**config.mk**
```make
export PLATFORM = sky130hd
export DESIGN_NAME = tdm_deser
export DESIGN_NICKNAME = d
export VERILOG_FILES = /design/src/rtl/tdmd_pkg.sv /design/src/rtl/tdmd_ctrl.sv /design/src/rtl/tdmd_datapath.sv /design/src/rtl/tdm_deser.sv
export SDC_FILE = /design/constraint.sdc
export NUM_CORES = 2
export LEC_CHECK = 0
export BUFFER_PORTS_ARGS = -buffer_cell sky130_fd_sc_hd__buf_2
export CAP_MARGIN = 15
export CORE_MARGIN = 4
export CORE_UTILIZATION = 52
export CTS_CLUSTER_SIZE = 30
export DETAILED_ROUTE_END_ITERATION = 8
export PLACE_DENSITY_LB_ADDON = 0.25
export SYNTH_ARGS = -nofsm -noshare
export SYNTH_HDL_FRONTEND = slang
export SYNTH_SLANG_ARGS = --single-unit
```
**constraint.sdc**
```tcl
create_clock -name clk -period 5.9 [get_ports clk]
set_input_delay 0.885 -clock clk [delete_from_list [all_inputs] [get_ports clk]]
set_output_delay 0.885 -clock clk [all_outputs]
set_load 0.005 [all_outputs]
```
**src/rtl/tdmd_pkg.sv**
```systemverilog
package tdmd_pkg;
  localparam int WORD_W  = 32;
  localparam int LANES   = 4;
  localparam int SRC_N   = 16;
  localparam int SRC_W   = $clog2(SRC_N);
  localparam int SLOT_W  = $clog2(WORD_W);
  localparam int LANE_W  = $clog2(LANES);
  localparam int SKEW_W  = 3;
  localparam int ADDR_W  = 6;
  localparam int IDX_W   = ADDR_W - 2;
  localparam int SWAP_FW = 4;

  // word indices (byte offset / 4)
  localparam logic [IDX_W-1:0] RIDX_CTRL  = 4'd0;
  localparam logic [IDX_W-1:0] RIDX_MAP   = 4'd1;
  localparam logic [IDX_W-1:0] RIDX_MASK0 = 4'd2;
  localparam logic [IDX_W-1:0] RIDX_STAT  = 4'd6;
  localparam logic [IDX_W-1:0] RIDX_MVAL  = 4'd7;
  localparam logic [IDX_W-1:0] RIDX_MUTE0 = 4'd8;

  // control word bit positions
  localparam int CB_EN   = 31;
  localparam int CB_I2S  = 30;
  localparam int CB_ORST = 29;
  localparam int CB_IRST = 28;
  localparam int CB_INV  = 25;
  localparam int CB_SRC  = 20;
  localparam int CB_SKEW = 16;
  localparam int CB_LSB  = 5;
  localparam int CB_WID  = 0;

  localparam logic [WORD_W-1:0] MAP_RESET = 32'h7654_3210;

  typedef struct packed {
    logic              capture;
    logic              first;
    logic              last;
    logic [SLOT_W-1:0] slot;
  } strobe_t;

  typedef struct packed {
    logic                         outRstN;
    logic                         lsbFirst;
    logic [SLOT_W-1:0]            widthM1;
    logic [SRC_W-1:0]             src;
    logic [WORD_W-1:0]            laneMap;
    logic [WORD_W-1:0]            muteVal;
    logic [LANES-1:0][WORD_W-1:0] slotMask;
    logic [LANES-1:0][WORD_W-1:0] muteMask;
  } cfg_t;
endpackage

```
**src/rtl/tdmd_ctrl.sv**
```systemverilog
module tdmd_ctrl
  import tdmd_pkg::*;
(
  input  logic              clk,
  input  logic              rstN,
  input  logic              regWrEn,
  input  logic [ADDR_W-1:0] regAddr,
  input  logic [WORD_W-1:0] regWrData,
  output logic [WORD_W-1:0] regRdData,
  input  logic              bitTick,
  input  logic              wsIn,
  input  logic              ovfEvt,
  output cfg_t              cfg,
  output strobe_t           stb,
  output logic              enable,
  output logic              ovfFlag
);
  logic [WORD_W-1:0] ctrlReg, mapReg, muteValReg;
  logic [WORD_W-1:0] maskReg [LANES];
  logic [WORD_W-1:0] muteReg [LANES];
  logic [IDX_W-1:0]  regIdx;

  assign regIdx = regAddr[ADDR_W-1:2];

  // register file
  always_ff @(posedge clk or negedge rstN) begin
    if (!rstN) begin
      ctrlReg    <= '0;
      mapReg     <= MAP_RESET;
      muteValReg <= '0;
      for (int l = 0; l < LANES; l++) begin
        maskReg[l] <= '0;
        muteReg[l] <= '0;
      end
    end else if (regWrEn) begin
      if (regIdx == RIDX_CTRL) ctrlReg    <= regWrData;
      if (regIdx == RIDX_MAP)  mapReg     <= regWrData;
      if (regIdx == RIDX_MVAL) muteValReg <= regWrData;
      for (int l = 0; l < LANES; l++) begin
        if (regIdx == RIDX_MASK0 + IDX_W'(l)) maskReg[l] <= regWrData;
        if (regIdx == RIDX_MUTE0 + IDX_W'(l)) muteReg[l] <= regWrData;
      end
    end
  end

  // sticky overflow, write one to clear, new event wins
  always_ff @(posedge clk or negedge rstN) begin
    if (!rstN) ovfFlag <= 1'b0;
    else ovfFlag <= ovfEvt |
                    (ovfFlag & ~(regWrEn && regIdx == RIDX_STAT && regWrData[0]));
  end

  always_comb begin
    regRdData = '0;
    case (regIdx)
      RIDX_CTRL: regRdData = ctrlReg;
      RIDX_MAP:  regRdData = mapReg;
      RIDX_STAT: regRdData = {{(WORD_W-1){1'b0}}, ovfFlag};
      RIDX_MVAL: regRdData = muteValReg;
      default:   regRdData = '0;
    endcase
    for (int l = 0; l < LANES; l++) begin
      if (regIdx == RIDX_MASK0 + IDX_W'(l)) regRdData = maskReg[l];
      if (regIdx == RIDX_MUTE0 + IDX_W'(l)) regRdData = muteReg[l];
    end
  end

  always_comb begin
    cfg.outRstN  = ctrlReg[CB_ORST];
    cfg.lsbFirst = ctrlReg[CB_LSB];
    cfg.widthM1  = ctrlReg[CB_WID +: SLOT_W];
    cfg.src      = ctrlReg[CB_SRC +: SRC_W];
    cfg.laneMap  = mapReg;
    cfg.muteVal  = muteValReg;
    for (int l = 0; l < LANES; l++) begin
      cfg.slotMask[l] = maskReg[l];
      cfg.muteMask[l] = muteReg[l];
    end
  end

  // frame / slot sequencer
  logic              inRstN, i2sMode, wsNow, wsPrev, edgeSeen;
  logic              pendStart, running, tickOn, startNow, capture, lastBit;
  logic [SKEW_W-1:0] skew, leadCnt;
  logic [SLOT_W-1:0] bitIdx, slotIdx, curBit, curSlot;

  assign enable   = ctrlReg[CB_EN];
  assign inRstN   = ctrlReg[CB_IRST];
  assign i2sMode  = ctrlReg[CB_I2S];
  assign skew     = ctrlReg[CB_SKEW +: SKEW_W];
  assign wsNow    = wsIn ^ ctrlReg[CB_INV];
  assign edgeSeen = i2sMode ? (wsNow ^ wsPrev) : (wsNow & ~wsPrev);
  assign tickOn   = bitTick & inRstN & enable;
  assign startNow = tickOn & (edgeSeen ? (skew == '0) : (pendStart && leadCnt == '0));
  assign capture  = startNow | (tickOn & running);
  assign curBit   = startNow ? '0 : bitIdx;
  assign curSlot  = startNow ? '0 : slotIdx;
  assign lastBit  = capture && (curBit == cfg.widthM1);

  assign stb.capture = capture;
  assign stb.first   = capture && (curBit == '0);
  assign stb.last    = lastBit;
  assign stb.slot    = curSlot;

  always_ff @(posedge clk or negedge rstN) begin
    if (!rstN) begin
      wsPrev <= 1'b0; pendStart <= 1'b0; leadCnt <= '0;
      running <= 1'b0; bitIdx <= '0; slotIdx <= '0;
    end else if (!inRstN) begin
      wsPrev <= 1'b0; pendStart <= 1'b0; leadCnt <= '0;
      running <= 1'b0; bitIdx <= '0; slotIdx <= '0;
    end else begin
      if (bitTick) wsPrev <= wsNow;
      if (!enable) begin
        running   <= 1'b0;
        pendStart <= 1'b0;
      end else if (bitTick) begin
        if (edgeSeen) begin
          pendStart <= (skew != '0);
          leadCnt   <= skew - SKEW_W'(1);
        end else if (pendStart) begin
          if (leadCnt == '0) pendStart <= 1'b0;
          else leadCnt <= leadCnt - SKEW_W'(1);
        end
        if (capture) begin
          running <= 1'b1;
          if (lastBit) begin
            bitIdx  <= '0;
            slotIdx <= curSlot + SLOT_W'(1);
          end else begin
            bitIdx  <= curBit + SLOT_W'(1);
            slotIdx <= curSlot;
          end
        end
      end
    end
  end
endmodule

```
**src/rtl/tdmd_datapath.sv**
```systemverilog
module tdmd_datapath
  import tdmd_pkg::*;
(
  input  logic              clk,
  input  logic              rstN,
  input  cfg_t              cfg,
  input  strobe_t           stb,
  input  logic [SRC_N-1:0]  sdIn,
  input  logic              outReady,
  output logic              outValid,
  output logic [WORD_W-1:0] outData,
  output logic [LANE_W-1:0] outLane,
  output logic [SLOT_W-1:0] outSlot,
  output logic              ovfEvt,
  output logic              pendAny
);
  logic [LANES-1:0][WORD_W-1:0] slotWord;
  logic [LANES-1:0][WORD_W-1:0] holdData;
  logic [LANES-1:0]             accept, muted, pending;
  logic [SLOT_W-1:0]            holdSlot;
  logic [SLOT_W-1:0]            alignShift;
  logic [LANE_W-1:0]            grantIdx;
  logic                         canLoad;

  assign alignShift = SLOT_W'(WORD_W - 1) - cfg.widthM1;

  for (genvar L = 0; L < LANES; L++) begin : gLane
    logic [SRC_W-1:0]  pinSel;
    logic              bitIn;
    logic [WORD_W-1:0] acc, base, nextAcc;

    assign pinSel  = cfg.src + cfg.laneMap[L*SWAP_FW +: SRC_W];
    assign bitIn   = sdIn[pinSel];
    assign base    = stb.first ? '0 : acc;
    assign nextAcc = cfg.lsbFirst ? {bitIn, base[WORD_W-1:1]}
                                  : {base[WORD_W-2:0], bitIn};
    assign slotWord[L] = cfg.lsbFirst ? nextAcc : (nextAcc << alignShift);
    assign accept[L]   = cfg.slotMask[L][stb.slot];
    assign muted[L]    = cfg.muteMask[L][stb.slot];

    always_ff @(posedge clk or negedge rstN) begin
      if (!rstN) acc <= '0;
      else if (stb.capture) acc <= nextAcc;
    end
  end

  assign pendAny = |pending;
  assign canLoad = !outValid || outReady;
  assign ovfEvt  = stb.last && cfg.outRstN && (pendAny || (outValid && !outReady));

  always_comb begin
    grantIdx = '0;
    for (int l = LANES - 1; l >= 0; l--)
      if (pending[l]) grantIdx = LANE_W'(l);
  end

  always_ff @(posedge clk or negedge rstN) begin
    if (!rstN) begin
      pending  <= '0;
      holdData <= '0;
      holdSlot <= '0;
      outValid <= 1'b0;
      outData  <= '0;
      outLane  <= '0;
      outSlot  <= '0;
    end else if (!cfg.outRstN) begin
      pending  <= '0;
      outValid <= 1'b0;
    end else begin
      if (canLoad) begin
        if (pendAny) begin
          outValid <= 1'b1;
          outData  <= holdData[grantIdx];
          outLane  <= grantIdx;
          outSlot  <= holdSlot;
        end else begin
          outValid <= 1'b0;
        end
      end
      if (stb.last) begin
        pending  <= accept;
        holdSlot <= stb.slot;
        for (int l = 0; l < LANES; l++)
          holdData[l] <= muted[l] ? cfg.muteVal : slotWord[l];
      end else if (canLoad && pendAny) begin
        pending[grantIdx] <= 1'b0;
      end
    end
  end
endmodule

```
**src/rtl/tdm_deser.sv**
```systemverilog
module tdm_deser
  import tdmd_pkg::*;
(
  input  logic              clk,
  input  logic              rstN,
  input  logic              regWrEn,
  input  logic [ADDR_W-1:0] regAddr,
  input  logic [WORD_W-1:0] regWrData,
  output logic [WORD_W-1:0] regRdData,
  input  logic              bitTick,
  input  logic              wsIn,
  input  logic [SRC_N-1:0]  sdIn,
  output logic              outValid,
  input  logic              outReady,
  output logic [WORD_W-1:0] outData,
  output logic [LANE_W-1:0] outLane,
  output logic [SLOT_W-1:0] outSlot
);
  cfg_t    cfgBus;
  strobe_t stbBus;
  logic    ovfEvt, ovfFlag, enable, pendAny;

  tdmd_ctrl ctrlInst (
    .clk(clk), .rstN(rstN),
    .regWrEn(regWrEn), .regAddr(regAddr), .regWrData(regWrData), .regRdData(regRdData),
    .bitTick(bitTick), .wsIn(wsIn), .ovfEvt(ovfEvt),
    .cfg(cfgBus), .stb(stbBus), .enable(enable), .ovfFlag(ovfFlag)
  );

  tdmd_datapath dpInst (
    .clk(clk), .rstN(rstN), .cfg(cfgBus), .stb(stbBus), .sdIn(sdIn),
    .outReady(outReady), .outValid(outValid), .outData(outData),
    .outLane(outLane), .outSlot(outSlot), .ovfEvt(ovfEvt), .pendAny(pendAny)
  );
endmodule

```
### Word-level counts from Yosys, hierarchy flattened

Cells that the tools add are included.

* flip-flop bits (word level): 674
* input bits: 60
* output and inout bits: 72
* word-level logic and storage cells: 218

* add/subtract/negate cells: 9
* magnitude comparators: 7
* eq/ne operators: 21
* shifts and indexed selects: 4
* multiplexer cells: 95
* bitwise operators: 14
* reductions and logical operators: 36

Operators with widths (number)
* $mux 32: 25
* $pmux 32 s4: 1
* $shl 32x5->32: 4
* $bmux 32 s2: 1
* $mux 5: 12
* $bmux 1 s5: 8
* $mux 1: 30
* $reduce_and 2->1: 13
* $lt 4x5->1 const B: 4
* $mux 3: 6
* $add 4x4->4: 4
* $bmux 1 s4: 4
* $eq 4x3->1 const B: 4
* $eq 4x4->1 const B: 4
* $mux 4: 3
* $ne 3x3->1 const B: 4
* $add 5x1->5 const B: 2
* $logic_and 1x1->1: 10
* $eq 4x2->1 const B: 2
* $mux 2: 4
* $and 1x1->1: 6
* $logic_not 3->1: 2
* $lt 5x6->1 const B: 1
* $reduce_and 3->1: 2
* other kinds (22): 30

### Depth between registers and ports, before layout

* depth in word-level cells: 13
* depth in mapped cells: 19
* depth with buffers taken out: 15

### By module

A second synthesis with hierarchy kept.

* cells, all modules: 4219
* area, all modules: 43790.7 sq um

Modules (own cells, without submodules)
* tdmd_datapath: times used 1, cells each 2863, area an instance 26576.7 sq um, sequential area each 7632.3 sq um
* tdmd_ctrl: times used 1, cells each 1356, area an instance 17214.0 sq um, sequential area each 9248.9 sq um

### Worst setup path after synthesis

Ideal clock, no wire load.

* kind: input port to flip-flop
* start point: input wsIn
* end point: register dpInst.holdData[108] (netlist bit)
* library setup time: 82 ps
* data arrival time: 4476 ps
* data required time: 5818 ps
* slack: 1342 ps
* cell stages on the path: 17
* buffers on the path: 6
* path through: xor2_1 > ha_1 > nand2b_1 > and4_1 > o21ai_2 > buf_2 > buf_1 > nand2_1 > ha_1 > a21oi_1 > a31o_2 > clkbuf_1 > clkbuf_1 > buf_1 > clkbuf_1 > a21oi_1 > a31oi_1

* word-level cells in the longest chain between the ends: 13
* elaborated cells on any way between the ends: 21
* those cells by class: eq/ne: 1; shift: 1; mux: 10; bitwise: 5; reduce/logical: 4

RTL lines
* start, declared: line tdm_deser.sv:11 `input logic wsIn,`
* $xor 1x1->1 (*): line tdmd_ctrl.sv:91 `assign wsNow = wsIn ^ ctrlReg[CB_INV];`
* $and 1x1->1 or $xor 1x1->1 (tied branches): line tdmd_ctrl.sv:92 `assign edgeSeen = i2sMode ? (wsNow ^ wsPrev) : (wsNow & ~wsPrev);`
* $mux 1 (*): line tdmd_ctrl.sv:92
* $mux 1 (*): line tdmd_ctrl.sv:94 `assign startNow = tickOn & (edgeSeen ? (skew == '0) : (pendStart && leadCnt == '0));`
* $and 1x1->1 (*): line tdmd_ctrl.sv:94
* $mux 5: line tdmd_ctrl.sv:96 `assign curBit = startNow ? '0 : bitIdx;`
* $logic_not 5->1: line tdmd_ctrl.sv:101 `assign stb.first = capture && (curBit == '0);`
* $logic_and 1x1->1: line tdmd_ctrl.sv:101
* $mux 32: line tdmd_datapath.sv:34 `assign base = stb.first ? '0 : acc;`
* $mux 32: line tdmd_datapath.sv:35 `assign nextAcc = cfg.lsbFirst ? {bitIn, base[WORD_W-1:1]}`
* $shl 32x5->32: line tdmd_datapath.sv:37 `assign slotWord[L] = cfg.lsbFirst ? nextAcc : (nextAcc << alignShift);`
* $mux 32: line tdmd_datapath.sv:37
* $mux 32: line tdmd_datapath.sv:84 `holdData[l] <= muted[l] ? cfg.muteVal : slotWord[l];`
* end signal, assigned by index: line tdmd_datapath.sv:84
* end, declared: line tdmd_datapath.sv:18 `logic [LANES-1:0][WORD_W-1:0] holdData;`

Mark *: on every way between the ends. The rest lies on a longest branch, timed or not. The select of a mux whose other input is x is not followed.
A chain may end at the register's enable or synchronous reset.

### Final worst setup path

* start point: register ctrlInst.ctrlReg[25]
* end point: register dpInst.holdData[27] (netlist bit)

* word-level cells in the longest chain between the ends: 13
* elaborated cells on any way between the ends: 21
* those cells by class: eq/ne: 1; shift: 1; mux: 10; bitwise: 5; reduce/logical: 4

RTL lines
* start, declared: line tdmd_ctrl.sv:18 `logic [WORD_W-1:0] ctrlReg, mapReg, muteValReg;`
* start signal, assigned: line tdmd_ctrl.sv:36 `if (regIdx == RIDX_CTRL) ctrlReg <= regWrData;`
* $xor 1x1->1 (*): line tdmd_ctrl.sv:91
* $and 1x1->1 or $xor 1x1->1 (tied branches): line tdmd_ctrl.sv:92
* $mux 1 (*): line tdmd_ctrl.sv:92
* $mux 1 (*): line tdmd_ctrl.sv:94
* $and 1x1->1 (*): line tdmd_ctrl.sv:94
* $mux 5: line tdmd_ctrl.sv:96
* $logic_not 5->1: line tdmd_ctrl.sv:101
* $logic_and 1x1->1: line tdmd_ctrl.sv:101
* $mux 32: line tdmd_datapath.sv:34
* $mux 32: line tdmd_datapath.sv:35
* $shl 32x5->32: line tdmd_datapath.sv:37
* $mux 32: line tdmd_datapath.sv:37
* $mux 32: line tdmd_datapath.sv:84

Marks and branches as above.

==> impl_metrics.yaml <==
timing:
  slew_viol_final: 0
  max_freq_ghz: 0.204
  hold_violations: 0
  setup_slack_ns: 1.00
  fin_crit_sh_pct: 83.1
  worstMarginPinSlew_ns: 1.16
  period_minus_slack_ns: 4.90
  tns_ns: 0
  rsz0062_at_grt: "false"
  fin_worst_skew_ns: 0.0390
  finalSetupViolations: 0
  maxSlewHeadroom_pct: 22.4
layout:
  fin_util_pct: 58.5
  syn_to_final_growth_pct: 11.5
  stdcell_count: 5488
  fillCellCount: 7014
  layout-drive-gt1-share_pct: 25.6
  final_nets: 4430
pwr:
  internal-power_mw: 10.6
  p_total_mw: 16.9
  peakVddDrop_uv: 289
  p_seq_share_pct: 35.8
  combPwrFrac_pct: 32.5
  switching_share_pct: 37.0
  p_sw_mw: 6.25
  leakage_nw: 20.4
  power_frac_clock_pct: 31.7
  p_per_area_nw_per_um2: 352
cts:
  cts_root_buf: "clkbuf_16"
  hold_buffers: 0
  cts_setup_buffers: 0
  htreeDepth: 3
  clock-sinks: 674
  ctsResizeCount: 0
  clk_path_buf_depth: 3
  insertion_delay_ns: 0.68
  clkSlewWorstSetupHoldPaths_ns: 0.06
  cts_tree: "yes"
  cts_made_buffers: 77
floorplan:
  dieWidth_um: 295
  initial_core_util_pct: 52.4
  core_um2: 82000
  pin_count: 132
  rows: 105
  die_area_um2: 87300
  die_h_um: 295
worst_setup_path:
  cpPeakStageDelay_ns: 0.65
  endpoint_kind: "flop"
  crit_arrival_ns: 5.42
  crit_fanout: 14
  crit_type: "flop to flop"
  required_ns: 6.42
  worstPathCellList: "xor2_1 -> ha_1 -> nand2b_1 -> a21oi_2 -> o21ai_2 -> nand2_1 -> ha_1 -> nand2_1 -> a31o_2 -> buf_4 -> nand2_1 -> buf_4 -> nor2_1 -> a2111oi_0 -> and3_1 -> o21ai_1"
  cp-start-kind: "flop"
  critPathSlowestCell: "a2111oi_0"
  cp_common_cell: "nand2_1"
place:
  portBuffers: 129
  gp_congestion: 1.07
  place_ws_ns: 0.649
  dp_hpwl_mm: 118
  dp.cells: 5338
synth:
  synth-edff-count: 0
  synth_top_area_share_pct: 38.6
  synth-async-reset-ratio_pct: 100
  synth_top_area_cell: "dfrtp_1"
  ys_top_cells_by_area: "dfrtp_1 (39%), mux2_2 (13%), mux2i_1 (7.9%), mux4_2 (6.3%), nand2_1 (4.9%)"
  syn_inst: 4345
  ys_warn_count: 0
  synth_fp_nets: 4426
  synth_commonest_cells: "dfrtp_1 (662), nand2_1 (559), mux2_2 (487)"
  syn_area_per_cell_um2: 9.89
  ys.flop_type: "dfrtp_1"
  yosysUniqueCellTypes: 91
  syn_area_um2: 43000
  ys_seq_elements: 674
  yosys.cell_count.top_type: "dfrtp_1"
  ys_seq_area_share_pct: 39.3
detailed_routing:
  dr.pass1.iters: 9
  drt_wl_total_mm: 166
  drc: 3
  drtIter0Drc: 4914
  vias_per_cell: 6.95
  wl_per_cell_um: 30.2
  ant_nets: 0
  vias: 38200
global_route:
  grt_pass1_vias: 36800
  grt_pass1_wl_mm: 246
  track_usage_pct: 37.5
  antenna_found_initial: 7
  grt-ovfl-total: 0
  grt_max_degree: 134
status:
  status: "finished, violations left"
  violations: "DRC"
min_path:
  holdCritPathClass: "input pin to asynchronous set/reset pin"
flow_run:
  maxCapViolations: 0
power by group through the flow:
stage / clock [mW] / combinational (mW) / sequential [mW]
floorplan: 0 / 3.44 / 5.70
global placement: 0 / 5.20 / 6.06
detailed placement: 0 / 5.26 / 6.09
CTS: 5.42 / 5.28 / 6.01
global route: 5.61 / 5.68 / 6.11
finish: 5.36 / 5.48 / 6.04
area by class of cell:
| cell class | count | area, µm² | share of cell area [%] |
|---|---|---|---|
| clock buffers | 107 | 2260 | 4.72 |
| well taps | 1070 | 1340 | 2.79 |
| repair buffers | 314 | 2220 | 4.63 |
| diodes | 9 | 22.5 | 0.0470 |
| multi-input cells | 3250 | 24500 | 51.1 |
| inverters | 32 | 123 | 0.256 |
| flip-flops and latches | 674 | 16900 | 35.3 |
| clock inverters | 32 | 574 | 1.20 |
worst max-delay path: cells and delay by family (launching register included):
kind                       cells  cell delay, ns
AOI/OAI and AO/OA              5            1.81
xor gates and xnor gates       1            0.29
adders and majority gates      2            0.50
buffers and inverters          2            0.52
DFF                            1            0.40
and+or+nand+nor                6            1.25
state kept, by name (all words and copies together), names as in the netlist, 2 cells and up:
| register | cells |
|---|---|
| ctrlInst.bitIdx | 5 |
| dpInst.outLane | 2 |
| ctrlInst.muteValReg | 32 |
| dpInst.gLane.acc | 128 |
| dpInst.pending | 4 |
| dpInst.outSlot | 5 |
| ctrlInst.mapReg | 32 |
| dpInst.holdData | 128 |
| ctrlInst.ctrlReg | 32 |
| ctrlInst.slotIdx | 5 |
| ctrlInst.leadCnt | 3 |
| dpInst.outData | 32 |
| dpInst.holdSlot | 5 |
| ctrlInst.cfg | 256 |
per-stage QoR:
| stage | cell area, µm² | hold slack [ns] |
|---|---|---|
| 6_report | 47900 | 0.222 |
| 5_1_grt | 47900 | 0.266 |
| 4_1_cts | 47900 | 0.242 |
| 3_5_place_dp | 45000 | 0.465 |
| 3_3_place_gp | 45000 | 0.457 |
| 2_1_floorplan | 43000 | 0.443 |
worst paths after layout:
kind	end	slack, ns	startpoint	depth (start not counted)
max in group asynchronous	dpInst.holdData[59]$_DFFE_PN0P_	4.12	rstN	2
worst min register to register	dpInst.holdData[51]$_DFFE_PN0P_	0.47	dpInst.holdData[51]$_DFFE_PN0P_	1
worst max-delay path	dpInst.holdData[27]$_DFFE_PN0P_	1.0	ctrlInst.ctrlReg[25]$_DFFE_PN0P_	16
worst max register to register	dpInst.holdData[27]$_DFFE_PN0P_	1.0	ctrlInst.ctrlReg[25]$_DFFE_PN0P_	16
worst min-delay path	dpInst.gLane[2].acc[24]$_DFFE_PN0P_	0.22	rstN	1
min in group clk	dpInst.holdData[51]$_DFFE_PN0P_	0.47	dpInst.holdData[51]$_DFFE_PN0P_	1
logic make-up (layout without fill, tap and decap cells):
family,count (synthesis),in the layout,share of synthesized area [%]
flip-flops,674,674,39.3
AO/OA/AOI/OAI,1141,1141,17.2
XOR/XNOR,16,16,0.326
buffers and inverters,421,485,4.11
other,0,9,0
AND/OR/NAND/NOR,1123,1123,11.3
adder cells (fa/ha/maj),21,21,0.681
multiplexers,949,949,27.1
per-layer routing:
layer  wire (µm)  GRT usage, %
met3       15100          7.58
met1       62800          48.5
met2       74200          57.3
met5          42             0
met4       13600          25.4
cell usage in the layout, fill, tap and decap left out, types with 35 or more instances in the layout:
cell and n:
nor2_1 237, o22ai_1 53, nand2_1 558, mux2i_1 340, o21ai_0 391, o21ai_1 56
nand3_1 134, a211oi_1 48, a21oi_1 136, nor3_1 43, a22oi_1 131, o211ai_1 35
mux2_2 487, clkbuf_16 79, buf_4 170, mux4_2 121, dfrtp_1 656, buf_2 129
No activity file was read; power rests on OpenSTA's default activity.
